### src/rtl/int_alu_pkg.sv
package int_alu_pkg;

    typedef enum logic [2:0] {
        SEL_AND  = 3'd0,
        SEL_OR   = 3'd1,
        SEL_SUM  = 3'd2,
        SEL_LESS = 3'd3,
        SEL_NONE = 3'd4
    } res_sel_e;

    typedef struct packed {
        logic     b_invert;
        res_sel_e sel;
    } alu_ctl_t;

    typedef struct packed {
        logic sum;
        logic carry;
    } slice_out_t;

    // One adder bit built from generate and propagate terms.
    function automatic slice_out_t add_slice(input logic a, input logic b, input logic cin);
        slice_out_t o;
        logic g;
        logic p;
        g       = a & b;
        p       = a | b;
        o.sum   = a ^ b ^ cin;
        o.carry = g | (p & cin);
        return o;
    endfunction

    // Result multiplexer of one slice.
    function automatic logic pick_bit(input res_sel_e sel, input logic a, input logic b,
                                      input logic sum, input logic less);
        logic r;
        case (sel)
            SEL_AND:  r = a & b;
            SEL_OR:   r = a | b;
            SEL_SUM:  r = sum;
            SEL_LESS: r = less;
            default:  r = 1'b0;
        endcase
        return r;
    endfunction

endpackage

### src/rtl/int_alu_decode.sv
module int_alu_decode
    import int_alu_pkg::*;
(
    input  logic [2:0] opcode,
    output alu_ctl_t   ctl
);
    always_comb begin
        ctl.b_invert = opcode[2];
        case (opcode)
            3'b000:  ctl.sel = SEL_AND;
            3'b001:  ctl.sel = SEL_OR;
            3'b010:  ctl.sel = SEL_SUM;
            3'b110:  ctl.sel = SEL_SUM;
            3'b111:  ctl.sel = SEL_LESS;
            default: ctl.sel = SEL_NONE;
        endcase
    end
endmodule

### src/rtl/int_alu_chain.sv
module int_alu_chain
    import int_alu_pkg::*;
#(
    parameter int WIDTH = 32
) (
    input  logic [WIDTH-1:0] a,
    input  logic [WIDTH-1:0] b,
    input  alu_ctl_t         ctl,
    output logic [WIDTH-1:0] res,
    output logic             carry_top,
    output logic             ovf_raw
);
    localparam int MSB = WIDTH - 1;

    logic [WIDTH-1:0] bx;
    logic [WIDTH-1:0] sums;
    logic             set_bit;

    always_comb begin
        logic       c;
        slice_out_t so;
        c = ctl.b_invert;
        for (int i = 0; i < WIDTH; i++) begin
            bx[i]   = b[i] ^ ctl.b_invert;
            so      = add_slice(a[i], bx[i], c);
            sums[i] = so.sum;
            c       = so.carry;
        end
        carry_top = c;
        ovf_raw   = (a[MSB] == bx[MSB]) && (sums[MSB] != a[MSB]);
        set_bit   = sums[MSB] ^ ovf_raw;
        for (int i = 0; i < WIDTH; i++) begin
            res[i] = pick_bit(ctl.sel, a[i], bx[i], sums[i], (i == 0) ? set_bit : 1'b0);
        end
    end
endmodule

### src/rtl/int_alu_flags.sv
module int_alu_flags
    import int_alu_pkg::*;
#(
    parameter int WIDTH = 32
) (
    input  alu_ctl_t         ctl,
    input  logic [WIDTH-1:0] res,
    input  logic             carry_top,
    input  logic             ovf_raw,
    output logic             zero,
    output logic             ovf,
    output logic             cout
);
    logic arith;

    always_comb begin
        arith = (ctl.sel == SEL_SUM);
        zero  = ~|res;
        ovf   = arith & ovf_raw;
        cout  = arith & carry_top;
    end
endmodule

### src/rtl/int_alu32.sv
module int_alu32
    import int_alu_pkg::*;
#(
    parameter int WIDTH = 32
) (
    input  logic [WIDTH-1:0] opa,
    input  logic [WIDTH-1:0] opb,
    input  logic [2:0]       opcode,
    output logic [WIDTH-1:0] result,
    output logic             zero,
    output logic             ovf,
    output logic             cout
);
    alu_ctl_t   ctl;
    logic       carry_top;
    logic       ovf_raw;

    int_alu_decode u_decode (
        .opcode (opcode),
        .ctl    (ctl)
    );

    int_alu_chain #(.WIDTH(WIDTH)) u_chain (
        .a         (opa),
        .b         (opb),
        .ctl       (ctl),
        .res       (result),
        .carry_top (carry_top),
        .ovf_raw   (ovf_raw)
    );

    int_alu_flags #(.WIDTH(WIDTH)) u_flags (
        .ctl       (ctl),
        .res       (result),
        .carry_top (carry_top),
        .ovf_raw   (ovf_raw),
        .zero      (zero),
        .ovf       (ovf),
        .cout      (cout)
    );

    always_comb begin
        logic [WIDTH:0] wide;
        wide = {1'b0, opa} + {1'b0, opb};
        if (opcode == 3'b010)
            assert_add_R3: assert ({cout, result} == wide);
        if (opcode == 3'b000 || opcode == 3'b001 || opcode == 3'b111)
            assert_logic_flags_R8: assert (!ovf && !cout);
        if (opcode == 3'b111)
            assert_slt_upper_R6: assert (result[WIDTH-1:1] == '0);
        if (opcode == 3'b011 || opcode == 3'b100 || opcode == 3'b101)
            assert_unused_R9: assert (result == '0 && zero && !ovf && !cout);
        assert_zero_R7: assert (zero == (result == '0));
    end
endmodule

### config.mk
export PLATFORM = sky130hd
export DESIGN_NAME = int_alu32
export DESIGN_NICKNAME = d
export VERILOG_FILES = /design/src/rtl/int_alu_pkg.sv /design/src/rtl/int_alu_decode.sv /design/src/rtl/int_alu_chain.sv /design/src/rtl/int_alu_flags.sv /design/src/rtl/int_alu32.sv
export SDC_FILE = /design/constraint.sdc
export NUM_CORES = 1
export LEC_CHECK = 0
export ABC_CLOCK_PERIOD_IN_PS = 16200
export BUFFER_PORTS_ARGS = -buffer_cell sky130_fd_sc_hd__buf_2
export CELL_PAD_IN_SITES_DETAIL_PLACEMENT = 0
export CELL_PAD_IN_SITES_GLOBAL_PLACEMENT = 1
export CORE_UTILIZATION = 30
export DETAILED_ROUTE_END_ITERATION = 8
export PLACE_DENSITY_LB_ADDON = 0.1
export SLEW_MARGIN = 30
export SYNTH_ARGS = -nofsm -noshare
export SYNTH_HDL_FRONTEND = slang
export SYNTH_HIERARCHICAL = 1
export SYNTH_SLANG_ARGS = --single-unit
### constraint.sdc
create_clock -name vclk -period 16.2
set_clock_uncertainty 0.2 [all_clocks]
set_input_delay 0 -clock vclk [all_inputs]
set_output_delay 0 -clock vclk [all_outputs]
set_load 0.1 [all_outputs]
## Word level (Yosys, flattened, before mapping)

Index checks and enable logic that the tools add are counted.

| word-level totals | value |
|---|---|
| register bits after elaboration | 0 |
| input port bits | 67 |
| output and inout port bits | 35 |

| operators by class | value |
|---|---|
| equal/unequal tests | 9 |
| mux-type cells | 33 |
| bitwise logic cells | 227 |
| reduce and logical (&&, ||, !) cells | 6 |

Operator list:

| cell | count |
|---|---|
| $xor 1x1->1 | 97 |
| $pmux 1 s3 | 31 |
| $and 1x1->1 | 66 |
| $or 1x1->1 | 64 |
| $reduce_or 32->1 | 1 |
| $pmux 3 s4 | 1 |
| $eq 3x2->1 const B | 3 |
| $eq 3x1->1 const B | 2 |
| $eq 3x3->1 const B | 2 |
| $logic_not 3->1 | 2 |
| $pmux 1 s4 | 1 |
| $reduce_or 2->1 | 1 |
| $eq 1x1->1 | 1 |
| $logic_and 1x1->1 | 1 |
| $logic_not 1->1 | 1 |
| $ne 1x1->1 | 1 |

## Logic depth before layout (Yosys ltp)

Gate-level depths: netlist of run 1.

| depth | value |
|---|---|
| depth after elaboration | 71 |
| depth in mapped cells | 46 |

## Cells and area by module

The synthesis of run 1 kept the hierarchy.

By module, submodules not included:

| module | instances | cells each | area an instance (um^2) | sequential area each (um^2) |
|---|---|---|---|---|
| int_alu_chain | 1 | 327 | 2889.0 | 0.0 |
| int_alu_flags | 1 | 13 | 92.6 | 0.0 |
| int_alu_decode | 1 | 7 | 46.3 | 0.0 |

## Least setup slack after synthesis of run 1

Ideal clock, no wire load.

| path | value |
|---|---|
| path type | input to output |
| start point | in opcode[2] |
| end point | out ovf |
| arrival | 15.206 ns |
| data required time | 16.000 ns |
| path slack | 0.794 ns |
| stages | 43 |
| path buffers | 3 |
| cells stage by stage | buf_4 -> buf_4 -> buf_4 -> mux2_2 -> fa_1 -> fa_1 -> inv_1 -> fa_1 -> inv_1 -> fa_1 -> fa_1 -> fa_1 -> fa_1 -> fa_1 -> fa_1 -> fa_1 -> fa_1 -> fa_1 -> [7 not listed] -> fa_1 -> fa_1 -> fa_1 -> fa_1 -> fa_1 -> fa_1 -> fa_1 -> fa_1 -> inv_1 -> fa_1 -> inv_1 -> fa_1 -> inv_1 -> fa_1 -> fa_1 -> xor2_1 -> nor2_1 -> nor4bb_1 |

| on the way | value |
|---|---|
| cells in the longest elaborated chain, start to end | 68 |

Ends and longest elaborated chain:

| item | line | text |
|---|---|---|
| from (decl) | int_alu32.sv:8 | `input logic [2:0] opcode,` |
| $xor 1x1->1 | int_alu_chain.sv:24 | `bx[i] = b[i] ^ ctl.b_invert;` |
| $or 1x1->1 | int_alu_pkg.sv:27 | `p = a \| b;` |
| $and 1x1->1 | int_alu_pkg.sv:29 | `o.carry = g \| (p & cin);` |
| $or 1x1->1 | int_alu_pkg.sv:29 |  |
| $and 1x1->1 | int_alu_pkg.sv:29 |  |
| $or 1x1->1 | int_alu_pkg.sv:29 |  |
| $and 1x1->1 | int_alu_pkg.sv:29 |  |
| $or 1x1->1 | int_alu_pkg.sv:29 |  |
| [53 not listed] | - |  |
| $or 1x1->1 | int_alu_pkg.sv:29 |  |
| $and 1x1->1 | int_alu_pkg.sv:29 |  |
| $or 1x1->1 | int_alu_pkg.sv:29 |  |
| $xor 1x1->1 | int_alu_pkg.sv:28 | `o.sum = a ^ b ^ cin;` |
| $ne 1x1->1 | int_alu_chain.sv:30 | `ovf_raw = (a[MSB] == bx[MSB]) && (sums[MSB] != a[MSB]);` |
| $logic_and 1x1->1 * | int_alu_chain.sv:30 |  |
| named net ovf_raw | int_alu32.sv:16 | `logic ovf_raw;` |
| $and 1x1->1 * | int_alu_flags.sv:19 | `ovf = arith & ovf_raw;` |
| to (decl) | int_alu32.sv:11 | `output logic ovf,` |

Mark *: on every way through the listed nets, which the timed path passes. The rest lies on a longest branch.

## Worst setup path after layout of run 1

| path | value |
|---|---|
| start point | in opcode[2] |
| end point | out zero |

| on the way | value |
|---|---|
| cells in the longest elaborated chain, start to end | 71 |

Ends and longest elaborated chain:

| item | line | text |
|---|---|---|
| $xor 1x1->1 | int_alu_chain.sv:24 |  |
| $or 1x1->1 | int_alu_pkg.sv:27, int_alu_pkg.sv:39 |  |
| $and 1x1->1 | int_alu_pkg.sv:29 |  |
| $or 1x1->1 | int_alu_pkg.sv:29 |  |
| $and 1x1->1 | int_alu_pkg.sv:29 |  |
| $or 1x1->1 | int_alu_pkg.sv:29 |  |
| $and 1x1->1 | int_alu_pkg.sv:29 |  |
| $or 1x1->1 | int_alu_pkg.sv:29 |  |
| [55 not listed] | - |  |
| $or 1x1->1 | int_alu_pkg.sv:29 |  |
| $xor 1x1->1 | int_alu_pkg.sv:28 |  |
| $ne 1x1->1 | int_alu_chain.sv:30 |  |
| $logic_and 1x1->1 | int_alu_chain.sv:30 |  |
| $xor 1x1->1 | int_alu_chain.sv:31 | `set_bit = sums[MSB] ^ ovf_raw;` |
| $pmux 1 s4 | int_alu_pkg.sv:37 | `case (sel)` |
| $reduce_or 32->1 * | int_alu_flags.sv:18 | `zero = ~\|res;` |
| $logic_not 1->1 * | int_alu_flags.sv:18 |  |
| to (decl) | int_alu32.sv:10 | `output logic zero,` |

Mark *: on every way between the ends. The rest lies on a longest branch, timed or not.

==> results of run 1 <==
cell type report:
cell class | instances | area, um^2 | area share [%]
inverters | 72 | 270 | 7.43
repair buffers | 107 | 548 | 15.1
multi-input cells | 256 | 2650 | 72.9
well taps | 133 | 166 | 4.57
power groups by stage:
stage / Sequential (mW) / Clock [mW] / Combinational (mW)
after global routing: 0 / 0 / 0.252
after floorplan: 0 / 0 / 0.186
final: 0 / 0 / 0.231
after detailed placement: 0 / 0 / 0.233
after global placement: 0 / 0 / 0.234
after CTS: 0 / 0 / 0.234
kinds of logic (layout without fill, tap and decap cells):
kind of cell	count (synthesis)	after routing	share of synthesized area (%)
adders and majority gates	95	95	46.9
buffers and inverters	91	179	12.9
and+or+nand+nor	57	57	9.46
AOI/OAI and AO/OA	39	39	10.7
xor gates and xnor gates	35	35	10.1
muxes	30	30	9.96
cell usage in the layout, fill, tap and decap left out:
master,instances
inv_1,72
a21oi_1,4
ha_1,64
xor2_1,32
mux2i_1,29
xnor2_1,3
nor4_1,7
and2_1,1
a2111oi_2,1
mux2_2,1
nor4bb_1,2
buf_2,102
nand3b_1,1
a31o_1,1
o22a_1,27
nor2_1,34
o21a_1,4
a21boi_4,1
buf_4,5
nor4_2,1
nand4_1,2
nand2b_1,9
fa_1,31
o21ai_2,1
worst max-delay path by stage:
stage          startpoint  endpoint  slack [ps]  depth (start not counted)
2_1_floorplan   opcode[2]       ovf         790                         43
3_3_place_gp    opcode[2]      zero        2470                         45
3_5_place_dp    opcode[2]      zero        2220                         45
4_1_cts         opcode[2]      zero        2210                         45
5_1_grt         opcode[2]      zero        1640                         45
6_report        opcode[2]      zero        2310                         45
worst max-delay path, delay by kind of cell:
family | cells | cell delay [ps]
AOI/OAI and AO/OA | 2 | 280
and+or+nand+nor | 4 | 630
buffers and inverters | 7 | 1170
xor gates and xnor gates | 1 | 220
adders and majority gates | 31 | 11360
metal layers:
metal	up-vias	wire, um
li1	1257	-
met1	1155	3670
met2	58	3660
met3	0	231
met4	0	0
met5	-	0
==> metrics, run 1 <==
status=finished, final reports clean; Top Ports=102; clock share of power=0%; area growth from synthesis to layout=20.2%; layout cells sized above 1=25.7%; pin count of the biggest net entering global routing=42; clock buffer count=0; Final Power=231 uW; leakage power figure=approximately 2.1 nW; die area=0.0105 mm^2; Synth area leaders=ha_1 (26%), fa_1 (20%), mux2i_1 (9.6%); synth warn=6; seq_cells=0; hold_sp=opa[31]; Max Cap Violations=0; Peak Freq=72.0 MHz; global-route wire length before repair=12.4 mm; normalized max-slew margin=51.2%; most frequent cell after synthesis=inv_1; Net Sw Power=roughly 170 uW; DR DRC count=0; wire per inst=~13 um; Placement Rows=36; Hold WS=521 ps; Yosys top cell area share=26.4%; core region area=0.00977 mm^2; Slew @ Worst Pin=between 700 and 800 ps; vias=2470; die width=~100 um; Mapped Nets=509; crit-path most repeated cell=fa_1; post-route setup TNS=0 ps; Max Slew Vio Count=0; gr usage total=14.9%; Resized cells post-CTS=0; endpoint class of the critical path=output pin; Setup crit start kind=primary input; final hold vios=0; GR Util met2=28.1%; RSZ-0062 raised after global routing=no; CP required=16000 ps; Commonest cells post-synth=inv_1 (72), ha_1 (64), nor2_1 (34); hold path cells=5; sequential element share of the synthesized area=0%; Filler cells=about 1100; Final Cell Area=0.00364 mm^2; fin nets=599; Mapped Cells=347; CP max-delay cell=fa_1; sw frac=between 70 and 80%; hold worst-path end=ovf; Via density=4.35; post-CTS setup buffers=0; port buffer count=a little over 100; DRT Pass-1 Iters=4; wirelength, routed=7.56 mm; Routed Antenna Nets=0; Die H=102 um; crit path max fanout=18; Setup violations, final=0; maximum vdd ir drop=0.0492 mV; Most Crowded Layer GR=met2; fin cells=between 500 and 600; Arr. time, crit path=roughly 14000 ps; antenna violations before repair=0; FF/Latch Area=0 um^2; dpl cell area=0.00364 mm^2; Layout Utilization=37.2%; Mapped Area=0.00303 mm^2; met3 usage=0.342%; Initial Utilization=31.0%; DP Worst Slack=2220 ps; Crit Path Class=in -> out; sequential power share=0%; diode count=0; DPL Wire Length=6.02 mm; grt ovf=0; power density cells=63.4 mW/mm^2; Min Clock Period, post-route=13890 ps; fin crit share=85.7%; leading area contributor after synthesis=ha_1; P_int=63.1 uW; Max stage delay on crit path=440 ps; syn avg cell area=8.73 um^2; cts hold-fix bufs=0; final setup margin=2310 ps; vias in the first global route=~2600; met1 Use GR=20.0%; Comb power frac=100.0%; # placed instances=568; Netlist cell types=26; DR iter-0 viols=56; routability cong.=between 0.7 and 0.8; hold crit path type=in -> out
Power figures use the tool's default switching activity.
==> inputs of run 2 (changes only) <==
--- a/config.mk
+++ b/config.mk
@@ -5,8 +5,8 @@
 export SDC_FILE = /design/constraint.sdc
 export NUM_CORES = 1
 export LEC_CHECK = 0
-export ABC_CLOCK_PERIOD_IN_PS = 16200
-export BUFFER_PORTS_ARGS = -buffer_cell sky130_fd_sc_hd__buf_2
+export ABC_CLOCK_PERIOD_IN_PS = 11450
+export BUFFER_PORTS_ARGS = -buffer_cell sky130_fd_sc_hd__buf_4
 export CELL_PAD_IN_SITES_DETAIL_PLACEMENT = 0
 export CELL_PAD_IN_SITES_GLOBAL_PLACEMENT = 1
 export CORE_UTILIZATION = 30
==> constraint.sdc (replaced) <==
create_clock -name vclk -period 11.45
set_clock_uncertainty 0.2 [all_clocks]
set_input_delay 0 -clock vclk [all_inputs]
set_output_delay 0 -clock vclk [all_outputs]
set_load 0.1 [all_outputs]
==> run 2 against run 1 <==
  * The flow now finishes with violations (setup timing)
  * Worst hold slack got worse by 82 ps
  * Critical endpoint unchanged
  * Highest routed layer unchanged
  * Total power increased by 65%
  * Largest power group unchanged
  * Flip-flop and latch count unchanged
  * Count of clock-buffer cells in the layout unchanged
  * Critical path depth unchanged
  * Critical path type unchanged
  * Sequential share of layout area unchanged
==> metrics, run 2 (synthesis gave the netlist of run 1 again) <==
antenna violations before repair=0 (unchanged); gr usage total=14.2% (was 14.9%); DR DRC count=0 (unchanged); endpoint class of the critical path=output pin (unchanged); Max Slew Vio Count=0 (unchanged); die width=102 um (unchanged); Crit Path Class=in -> out (unchanged); Net Sw Power=247 uW (was 168 uW); crit-path most repeated cell=fa_2 (was fa_1); RSZ-0062 raised after global routing=yes (was no); Routed Antenna Nets=0 (unchanged); Initial Utilization=31.0% (unchanged); grt ovf=0 (unchanged); Max stage delay on crit path=360 ps (was 440 ps); core region area=0.00977 mm^2 (unchanged); cts hold-fix bufs=0 (unchanged); Final Cell Area=0.00430 mm^2 (was 0.00364 mm^2); DRT Pass-1 Iters=4 (unchanged); leakage power figure=2.24 nW (was 2.06 nW); routability cong.=0.780 (was 0.729); final setup margin=-633 ps (was 2310 ps); Placement Rows=36 (unchanged); Peak Freq=82.8 MHz; Setup crit start kind=primary input (unchanged); sw frac=65.0% (was 72.6%); P_int=133 uW (was 63.1 uW); layout cells sized above 1=39.1% (was 25.7%); DR iter-0 viols=29 (was 56); pin count of the biggest net entering global routing=42 (unchanged); clock share of power=0% (about the same); fin nets=619 (was 599); Hold WS=438 ps (was 521 ps); seq_cells=0 (unchanged); maximum vdd ir drop=0.0565 mV (was 0.0492 mV); power density cells=88.3 mW/mm^2 (was 63.4 mW/mm^2); Top Ports=102 (unchanged); global-route wire length before repair=12.0 mm (was 12.4 mm); normalized max-slew margin=57.1% (was 51.2%); Slew @ Worst Pin=644 ps (was 732 ps); dpl cell area=0.00416 mm^2 (was 0.00364 mm^2); Via density=4.36 (was 4.35); Max Cap Violations=0 (unchanged); sequential power share=0% (about the same); failing checks=setup timing; Die H=102 um (unchanged); CP max-delay cell=fa_2 (was fa_1); vias in the first global route=2559 (was 2553); hold crit path type=in -> out (unchanged); final hold vios=0 (unchanged); area growth from synthesis to layout=42.1% (was 20.2%); diode count=0 (unchanged); wirelength, routed=7.52 mm (was 7.56 mm); Comb power frac=100.0% (about the same); FF/Latch Area=0 um^2 (unchanged); clock buffer count=0 (unchanged); status=complete, but fails checks (was finished, final reports clean); Setup violations, final=5 (was 0); commonest non-fill, non-tap cell in the layout=buf_4 (was buf_2); port buffer count=102 (unchanged); fin crit share=106%; CP required=11250 ps (was 16000 ps); Min Clock Period, post-route=12080 ps; crit path max fanout=2 (was 18); footprint of the multi-input gates=0.00282 mm^2 (was 0.00265 mm^2); Filler cells=992 (was 1057); Arr. time, crit path=11880 ps (was 13690 ps); DP Worst Slack=-967 ps (was 2220 ps); wire per inst=12.8 um (was 13.3 um); vias=2563 (was 2470); post-route setup TNS=-2400 ps (was 0 ps); DPL Wire Length=5.95 mm (was 6.02 mm); commonest cells after routing, fill and taps aside=buf_4 (114), inv_1 (67), ha_1 (64) (was buf_2 (102), inv_1 (72), ha_1 (64)); die area=0.0105 mm^2 (unchanged)
==> run 2: cell types whose count changed in the layout (fill, tap and decap cells not counted), sizes merged <==
| cell | delta |
|---|---|
| buf | +20 |
==> run 2: path summary, 6_finish.rpt <==
kind / slack, ps / start / to / cells after the start
worst max-delay path: -630 / opb[0] / zero / 45
worst min-delay path: 440 / opa[31] / ovf / 5
==> run 2: worst max-delay path: cells and delay by family <==
| kind | cells | cell delay [ps] |
|---|---|---|
| mux | 1 | 290 |
| fa+ha+maj | 31 | 10060 |
| simple gates | 4 | 660 |
| compound gates | 2 | 290 |
| buf+inv | 7 | 530 |
==> run 2: power groups by stage <==
stage	logic, mW	registers [mW]	clock network (mW)
after floorplan	0.276	0	0
after global placement	0.368	0	0
after detailed placement	0.369	0	0
after CTS	0.383	0	0
after global routing	0.412	0	0
final	0.380	0	0
==> run 2: timing repair <==
| item | 4_1_cts | 5_1_grt |
|---|---|---|
| endpoints found under the setup margin | 6 | 8 |
| resized for setup | 23 | 4 |
| pin swaps | 7 | 3 |
| setup buffers | 3 | 4 |
==> run 2: area by class of cell <==
type,count,share of cell area [%]
timing repair buffer,127,24.3
multi-input combinational,256,65.5
tap,133,3.87
inverter,72,6.28
==> run 2: metrics by stage <==
step	utilization [%]	total power, mW	cells
floorplan	-	0.276	347
global placement	42.5	0.368	583
detailed placement	42.5	0.369	583
CTS	43.8	0.383	586
global route	44.0	0.412	588
finish	44.0	0.380	588
==> run 2: routing by layer <==
layer,vias up,track usage [%],wire length (um)
li1,1299,-,-
met1,1201,19.1,3460
met2,63,26.6,3790
met3,0,0.274,273
met4,0,0,0
met5,-,0,0
